==> src/rtl/sdi_enc_pkg.sv <==
package sdi_enc_pkg;

   // Default geometry of the line encoder
   localparam int unsigned DEF_WORD_W  = 10;
   localparam int unsigned DEF_SRC_W   = 8;
   localparam int unsigned DEF_SCR_LEN = 9;
   localparam int unsigned DEF_SCR_TAP = 4;

   // Resolution of the parallel source
   typedef enum logic {
      RES_FULL    = 1'b0,
      RES_REDUCED = 1'b1
   } src_res_e;

endpackage

==> src/rtl/sdi_word_latch.sv <==
module sdi_word_latch
   import sdi_enc_pkg::*;
#(
   parameter int unsigned WORD_W = DEF_WORD_W,
   parameter int unsigned SRC_W  = DEF_SRC_W
) (
   input  logic              clk,
   input  logic              rst_n,
   input  logic              load,
   input  src_res_e          res,
   input  logic [WORD_W-1:0] word_in,
   output logic [WORD_W-1:0] cond_word,
   output logic [WORD_W-1:0] word_q
);

   localparam int unsigned PAD_W = WORD_W - SRC_W;

   logic [SRC_W-1:0] hi_part;

   assign hi_part = word_in[WORD_W-1 -: SRC_W];

   // Sync-aware conditioning of reduced-resolution words
   always_comb begin
      if (res == RES_FULL) begin
         cond_word = word_in;
      end else if (&hi_part) begin
         cond_word = '1;
      end else if (~|hi_part) begin
         cond_word = '0;
      end else begin
         cond_word = {hi_part, {PAD_W{1'b0}}};
      end
   end

   always_ff @(posedge clk) begin
      if (!rst_n) begin
         word_q <= '0;
      end else if (load) begin
         word_q <= cond_word;
      end
   end

endmodule

==> src/rtl/sdi_serializer.sv <==
module sdi_serializer #(
   parameter int unsigned WORD_W = 10
) (
   input  logic              clk,
   input  logic              rst_n,
   input  logic              load,
   input  logic [WORD_W-1:0] word_q,
   output logic              nrz_bit
);

   localparam int unsigned IDX_W = (WORD_W > 1) ? $clog2(WORD_W) : 1;
   localparam logic [IDX_W-1:0] LAST_IDX = IDX_W'(WORD_W - 1);

   logic [IDX_W-1:0] bit_idx;

   always_ff @(posedge clk) begin
      if (!rst_n) begin
         bit_idx <= '0;
      end else if (load || (bit_idx == LAST_IDX)) begin
         bit_idx <= '0;
      end else begin
         bit_idx <= bit_idx + 1'b1;
      end
   end

   // Least significant bit goes out first
   assign nrz_bit = word_q[bit_idx];

endmodule

==> src/rtl/sdi_scrambler.sv <==
module sdi_scrambler #(
   parameter int unsigned SCR_LEN = 9,
   parameter int unsigned SCR_TAP = 4
) (
   input  logic clk,
   input  logic rst_n,
   input  logic nrz_bit,
   output logic scr_bit
);

   logic [SCR_LEN-1:0] hist;

   assign scr_bit = nrz_bit ^ hist[SCR_TAP-1] ^ hist[SCR_LEN-1];

   always_ff @(posedge clk) begin
      if (!rst_n) begin
         hist[0] <= 1'b0;
      end else begin
         hist[0] <= scr_bit;
      end
   end

   for (genvar i = 1; i < SCR_LEN; i++) begin : g_hist
      always_ff @(posedge clk) begin
         if (!rst_n) begin
            hist[i] <= 1'b0;
         end else begin
            hist[i] <= hist[i-1];
         end
      end
   end

endmodule

==> src/rtl/sdi_nrzi.sv <==
module sdi_nrzi (
   input  logic clk,
   input  logic rst_n,
   input  logic scr_bit,
   output logic line_q
);

   always_ff @(posedge clk) begin
      if (!rst_n) begin
         line_q <= 1'b0;
      end else begin
         line_q <= line_q ^ scr_bit;
      end
   end

endmodule

==> src/rtl/sdi_line_encoder.sv <==
module sdi_line_encoder
   import sdi_enc_pkg::*;
#(
   parameter int unsigned WORD_W  = DEF_WORD_W,
   parameter int unsigned SRC_W   = DEF_SRC_W,
   parameter int unsigned SCR_LEN = DEF_SCR_LEN,
   parameter int unsigned SCR_TAP = DEF_SCR_TAP
) (
   input  logic              clk,
   input  logic              rst_n,
   input  logic              word_stb,
   input  logic              mode_8b,
   input  logic [WORD_W-1:0] word_in,
   output logic              ser_out
);

   if (SRC_W == 0 || SRC_W >= WORD_W) begin : g_bad_src
      $error("sdi_line_encoder: SRC_W must lie in 1..WORD_W-1");
   end
   if (SCR_TAP == 0 || SCR_TAP >= SCR_LEN) begin : g_bad_tap
      $error("sdi_line_encoder: SCR_TAP must lie in 1..SCR_LEN-1");
   end

   src_res_e          res_sel;
   logic [WORD_W-1:0] cond_word;
   logic [WORD_W-1:0] word_q;
   logic              nrz_bit;
   logic              scr_bit;

   assign res_sel = mode_8b ? RES_REDUCED : RES_FULL;

   sdi_word_latch #(
      .WORD_W (WORD_W),
      .SRC_W  (SRC_W)
   ) u_latch (
      .clk       (clk),
      .rst_n     (rst_n),
      .load      (word_stb),
      .res       (res_sel),
      .word_in   (word_in),
      .cond_word (cond_word),
      .word_q    (word_q)
   );

   sdi_serializer #(
      .WORD_W (WORD_W)
   ) u_ser (
      .clk     (clk),
      .rst_n   (rst_n),
      .load    (word_stb),
      .word_q  (word_q),
      .nrz_bit (nrz_bit)
   );

   sdi_scrambler #(
      .SCR_LEN (SCR_LEN),
      .SCR_TAP (SCR_TAP)
   ) u_scr (
      .clk     (clk),
      .rst_n   (rst_n),
      .nrz_bit (nrz_bit),
      .scr_bit (scr_bit)
   );

   sdi_nrzi u_nrzi (
      .clk     (clk),
      .rst_n   (rst_n),
      .scr_bit (scr_bit),
      .line_q  (ser_out)
   );

endmodule

==> config.mk <==
export PLATFORM = sky130hd
export DESIGN_NAME = sdi_line_encoder
export DESIGN_NICKNAME = d
export VERILOG_FILES = /design/src/rtl/sdi_enc_pkg.sv /design/src/rtl/sdi_word_latch.sv /design/src/rtl/sdi_serializer.sv /design/src/rtl/sdi_scrambler.sv /design/src/rtl/sdi_nrzi.sv /design/src/rtl/sdi_line_encoder.sv
export SDC_FILE = /design/constraint.sdc
export NUM_CORES = 1
export LEC_CHECK = 0
export BUFFER_PORTS_ARGS = -buffer_cell sky130_fd_sc_hd__buf_2
export CAP_MARGIN = 20
export CELL_PAD_IN_SITES_DETAIL_PLACEMENT = 0
export CELL_PAD_IN_SITES_GLOBAL_PLACEMENT = 1
export CORE_MARGIN = 5
export CORE_UTILIZATION = 48
export CTS_BUF_LIST = sky130_fd_sc_hd__clkbuf_4
export CTS_CLUSTER_DIAMETER = 80
export DETAILED_ROUTE_END_ITERATION = 12
export HOLD_SLACK_MARGIN = 0.12
export PLACE_DENSITY = 0.95
export REMOVE_ABC_BUFFERS = 1
export SETUP_SLACK_MARGIN = 0.05
export SYNTH_ARGS = -nofsm -noshare
export SYNTH_HDL_FRONTEND = slang
export SYNTH_SLANG_ARGS = --single-unit
export TNS_END_PERCENT = 100
==> constraint.sdc <==
create_clock -name clk -period 3.17 [get_ports clk]
set_clock_uncertainty 0.2 [all_clocks]
set_input_delay 0.7925 -clock clk [delete_from_list [all_inputs] [get_ports clk]]
set_output_delay 0.7925 -clock clk [all_outputs]
set_load 0.02 [all_outputs]
== Yosys cells after proc, flatten, opt, wreduce, memory -nomap -nowiden ==
Cells that the tools add are included.
Cells by class
  reduce and logical (&&, ||, !) cells: 4
  multiplexer cells: 6
  add/sub/neg operators: 1
  equal/unequal tests: 1
  magnitude comparators: 1
  bitwise logic cells: 4
Operators with widths (count)
  10-bit two-way mux: 3
  8-bit AND reduction: 1
  8-bit OR reduction: 1
  4-bit by 5-bit less-than comparator with 1-bit output, second input constant: 1
  4-bit by 1-bit adder with 4-bit output, second input constant: 1
  1-bit binary-select mux with 4-bit select: 1
  4-bit equality test, second input constant: 1
  1-bit XOR: 3
  1-bit two-way mux: 2
  2-bit OR reduction: 1
  1-bit logical OR: 1
  1-bit inverter: 1
Storage, ports and cells
  register bits: 24
  bits of input ports: 14
  word-level logic and storage cells: 29
  output and inout port bits: 1

== Logic depth before layout (Yosys ltp) ==
  word-level depth: 5
  depth in mapped cells: 5
  gate-level depth less buffers: 4

== Cells and area by module ==
From an unflattened synthesis, not the netlist that was laid out.
Second synthesis, totals
  cells, all modules: 97
  area, all modules: 1029.7 um^2
Modules (own cells, without submodules)
  sdi_word_latch: sequential area each 200.2 um^2, times used 1, cells each 47, area an instance 449.2 um^2
  sdi_scrambler: sequential area each 180.2 um^2, times used 1, cells each 21, area an instance 277.8 um^2
  sdi_serializer: sequential area each 80.1 um^2, times used 1, cells each 26, area an instance 267.8 um^2
  sdi_nrzi: sequential area each 20.0 um^2, times used 1, cells each 3, area an instance 35.0 um^2

== Least setup slack after synthesis ==
Ideal clock, no wire load.
  kind: input to register
  from: input rst_n
  to: register u_ser.bit_idx[2]
  required time: 2.906 ns
  arrival time: 1.581 ns
  path buffers: 1
  setup slack: 1.325 ns
  stages on the path: 4
  path through: clkbuf_1 -> inv_2 -> a311o_1 -> nor2_1
On the way
  cells in the longest elaborated chain, start to end: 2
RTL lines
  from (decl): RTL line sdi_line_encoder.sv:10  | input logic rst_n,
  1-bit inverter (no line)
  2-bit OR reduction (no line)
  to (signal assigned): RTL line sdi_serializer.sv:22  | bit_idx <= bit_idx + 1'b1;
  to (decl): RTL line sdi_serializer.sv:14  | logic [IDX_W-1:0] bit_idx;
Every way passes these cells.
A chain may end at the register's enable or synchronous reset.

== Final worst setup path ==
  from: register u_ser.bit_idx[0]
  to: register u_nrzi.line_q
On the way
  cells in the longest elaborated chain, start to end: 5
RTL lines
  1-bit binary-select mux with 4-bit select: RTL line sdi_serializer.sv:27  | assign nrz_bit = word_q[bit_idx];
  1-bit two-way mux (not written as such): RTL line sdi_serializer.sv:27
  1-bit XOR (2 in series): RTL line sdi_scrambler.sv:13  | assign scr_bit = nrz_bit ^ hist[SCR_TAP-1] ^ hist[SCR_LEN-1];
  1-bit XOR: RTL line sdi_nrzi.sv:12  | line_q <= line_q ^ scr_bit;
  to (signal assigned): RTL line sdi_nrzi.sv:12
  to (decl): RTL line sdi_nrzi.sv:5  | output logic line_q
Every way passes these cells. The select of a mux whose other input is x is not followed.

==> key figures <==
Logic synthesis
  – Post-Synth XOR/XNOR Area: 3.37%
  – Largest family of logic cells by synthesized area: simple AND/OR/NAND/NOR gates
  – Synth Area in Compound Gates: 10.6%
  – Mapped Cells: 107
  – Synthesized flop and latch total: 24
  – Mapped Area: 1040 µm²
  – Sequential fraction of the synthesis area: 46.2%
  – Mux cell area share after synthesis: 15.7%
  – Avg Synthesized Cell Area: 9.73 µm²
  – Synthesis Warnings: 0
  – Post-synth cell types: 29
  – Area share of fa/ha/maj cells after synthesis: 2.40%
  – Synth Area in Simple Gates: 17.8%

Finish
  – Storage element area: 480 µm²
  – # fillers: 187
  – # diodes: 0
  – Area delta synth->final: 10.3%
  – # nets final: 138
  – Multi-input logic area: 519 µm²
  – Layout cells sized above 1: 17.4%
  – Non-Filler Instances: 148

Placed design
  – Hpwl dp: 1.37 mm
  – RePlAce Congestion: 0.763
  – Port-buffer cells: 14
  – Placed cells: 144

STA
  – Min Tclk post-route: 1930 ps
  – Slew @ Worst Pin: 380 ps
  – Final slew viol count: 0
  – Fmax: 519 MHz
  – Final setup violating endpoints: 0
  – Slew headroom: 74.7%
  – RSZ-0062 raised after global routing: false
  – Count of final hold-check violations: 0
  – Setup_tns: 0 ps
  – Fin crit share: 60.8%

Setup path
  – Setup crit start kind: flip-flop
  – Critical Path End Type: flip-flop
  – Required time worst endpoint: 3170 ps
  – Crit-path max cell delay: 600 ps
  – Crit path arrival time: 1930 ps
  – Cell Chain, Critical Path: mux4_2 -> o2111a_1 -> mux2i_1 -> nand4_1
  – Critical Setup Path Class: reg2reg
  – Crit path from: u_ser.bit_idx[0]
  – R2r setup slk: 1240 ps
  – Reg2reg start: u_ser.bit_idx[0]
  – CP max FO: 8
  – CP max-delay cell: mux4_2

GRT
  – Gr usage total: 12.7%
  – Initial antenna violation count: 0
  – M2 GR Usage: 20.3%
  – Pin count of the biggest net entering global routing: 18
  – Met3 Track Usage GR: 2.98%
  – Gr busiest metal: met2
  – Global-route wire length before repair: 3.28 mm
  – Vias in the first global route: 785
  – Met1 GRT Util: 16.3%
  – Total gr overflow: 0

Flow run
  – Max Cap Viol: 0

Pwr
  – Leak: 0.498 nW
  – Pwr dens: 448 nW/µm²
  – Peak supply drop: 0.367 mV

Clock tree
  – Clock-pin slew on the worst setup and hold paths: 120 ps
  – TritonCTS Buffers: 3
  – Root buffer cell: clkbuf_4
  – Worst-Skew Late Latency: 310 ps
  – Setup Fix Bufs, Post-CTS: 0
  – H-tree levels: 1
  – CTS tree: yes
  – Clock buffer depth: 2
  – Hold_buf cts: 0
  – Resize count post-CTS: 0
  – Clk sink count: 24

Detailed routing
  – Per-cell routed wire length: 11.8 µm
  – Vias per cell: 5.28
  – DRT iter0 DRCs: 4
  – Drt pass-1 iters: 2
  – Final wirelength: 1.75 mm
  – Via Count: 781
  – Final ANT Viol Nets: 0
  – DRC: 0

Floorplan
  – Die height: 56.6 µm
  – Initial core utilization: 51.5%
  – Die X: 56.6 µm
  – Total core area: 2020 µm²
  – Die Footprint: 3200 µm²
  – Top Ports: 15
  – Row cnt: 16

Run status
  – Outcome: finished, final reports clean

Min path
  – Hold_sp: u_scr.hist[6]
  – Min-Delay Path Class: reg2reg
-- metrics by stage --
stage                     hold slack [ps]  utilization, %  cell area (µm²)  total power [mW]  worst slack, ps
after CTS                             255            56.8             1150             0.520             1240
after detailed placement              225            55.5             1120             0.392             1240
after global placement                214            55.5             1120             0.390             1270
final                                 249            56.8             1150             0.515             1240
after floorplan                       212               -             1020             0.368             1370
after global routing                  270            56.8             1150             0.544             1110
-- kinds of logic (layout without fill, tap and decap cells) --
kind of cell               count (synthesis)  count (layout)
adders and majority gates                  2               2
muxes                                     15              15
DFF                                       24              24
and+or+nand+nor                           39              39
xor gates and xnor gates                   4               4
buffers and inverters                      9              23
AOI/OAI and AO/OA                         14              14
-- cells in the mapped netlist, drive strengths merged --
master | instances | share of area (%)
dfxtp | 24 | 46
buf | 2 | 1.4
a211oi | 2 | 1.4
mux2 | 1 | 1.1
nor2 | 18 | 6.5
ha | 2 | 2.4
o21ai | 3 | 1.4
mux4 | 1 | 2.2
a221oi | 1 | 1.4
a21oi | 2 | 0.96
mux2i | 13 | 12
clkbuf | 2 | 0.72
nand3 | 2 | 0.96
inv | 5 | 1.8
o2111a | 2 | 2.2
a21boi | 1 | 0.72
o21bai | 1 | 0.72
nor2b | 1 | 0.60
o31ai | 1 | 0.72
nor3b | 1 | 0.72
and2 | 8 | 4.8
xor2 | 2 | 1.7
xnor2 | 2 | 1.7
a311o | 1 | 0.96
nand2 | 5 | 1.8
nand4 | 2 | 1.2
nand2b | 2 | 1.2
-- worst max-delay path, delay by kind of cell (launching register included) --
| kind | cells | cell delay [ps] |
|---|---|---|
| AOI/OAI and AO/OA | 1 | 250 |
| and+or+nand+nor | 1 | 90 |
| DFF | 1 | 550 |
| muxes | 2 | 740 |
-- where the power goes --
part / switching [mW] / total [mW] / leakage [nW] / internal [mW]
Sequential: 0.00959 / 0.324 / 0.196 / 0.314
Combinational: 0.0307 / 0.0604 / 0.286 / 0.0297
Clock: 0.0844 / 0.130 / 0.0154 / 0.0460
-- sequential cells by signal (all words and copies together), names as in the netlist --
| name | flops |
|---|---|
| u_nrzi.line_q | 1 |
| u_ser.bit_idx | 4 |
| u_scr.hist | 9 |
| u_latch.word_q | 10 |
-- placed cells by master, fill, tap and decap left out, types with 3 or more instances in the layout --
| master | synthesis | layout |
|---|---|---|
| dfxtp_1 | 24 | 24 |
| nor2_1 | 18 | 18 |
| buf_2 | 0 | 14 |
| mux2i_1 | 13 | 13 |
| and2_1 | 8 | 8 |
| nand2_1 | 5 | 5 |
| inv_1 | 4 | 4 |
| o21ai_0 | 3 | 3 |
| clkbuf_4 | 0 | 3 |
-- path summary, 6_finish.rpt --
kind / to / cells past startpoint
min reg2reg: u_scr.hist[7] / 1
min: u_scr.hist[7] / 1
max: u_nrzi.line_q / 4
max reg2reg: u_nrzi.line_q / 4
-- per-layer routing --
metal | share of wire [%] | wire length (µm)
met1 | 49 | 858
met5 | 0 | 0
met3 | 6.2 | 109
met2 | 43 | 749
met4 | 1.7 | 29
-- area by class of cell --
class / instances / area share (%)
clock inverter: 1 / 0.327
timing repair buffer: 14 / 6.10
inverter: 5 / 1.63
sequential: 24 / 41.8
multi-input combinational: 74 / 45.2
clock buffer: 3 / 1.96
tap: 27 / 2.94
No activity file was read; power rests on OpenSTA's default activity.
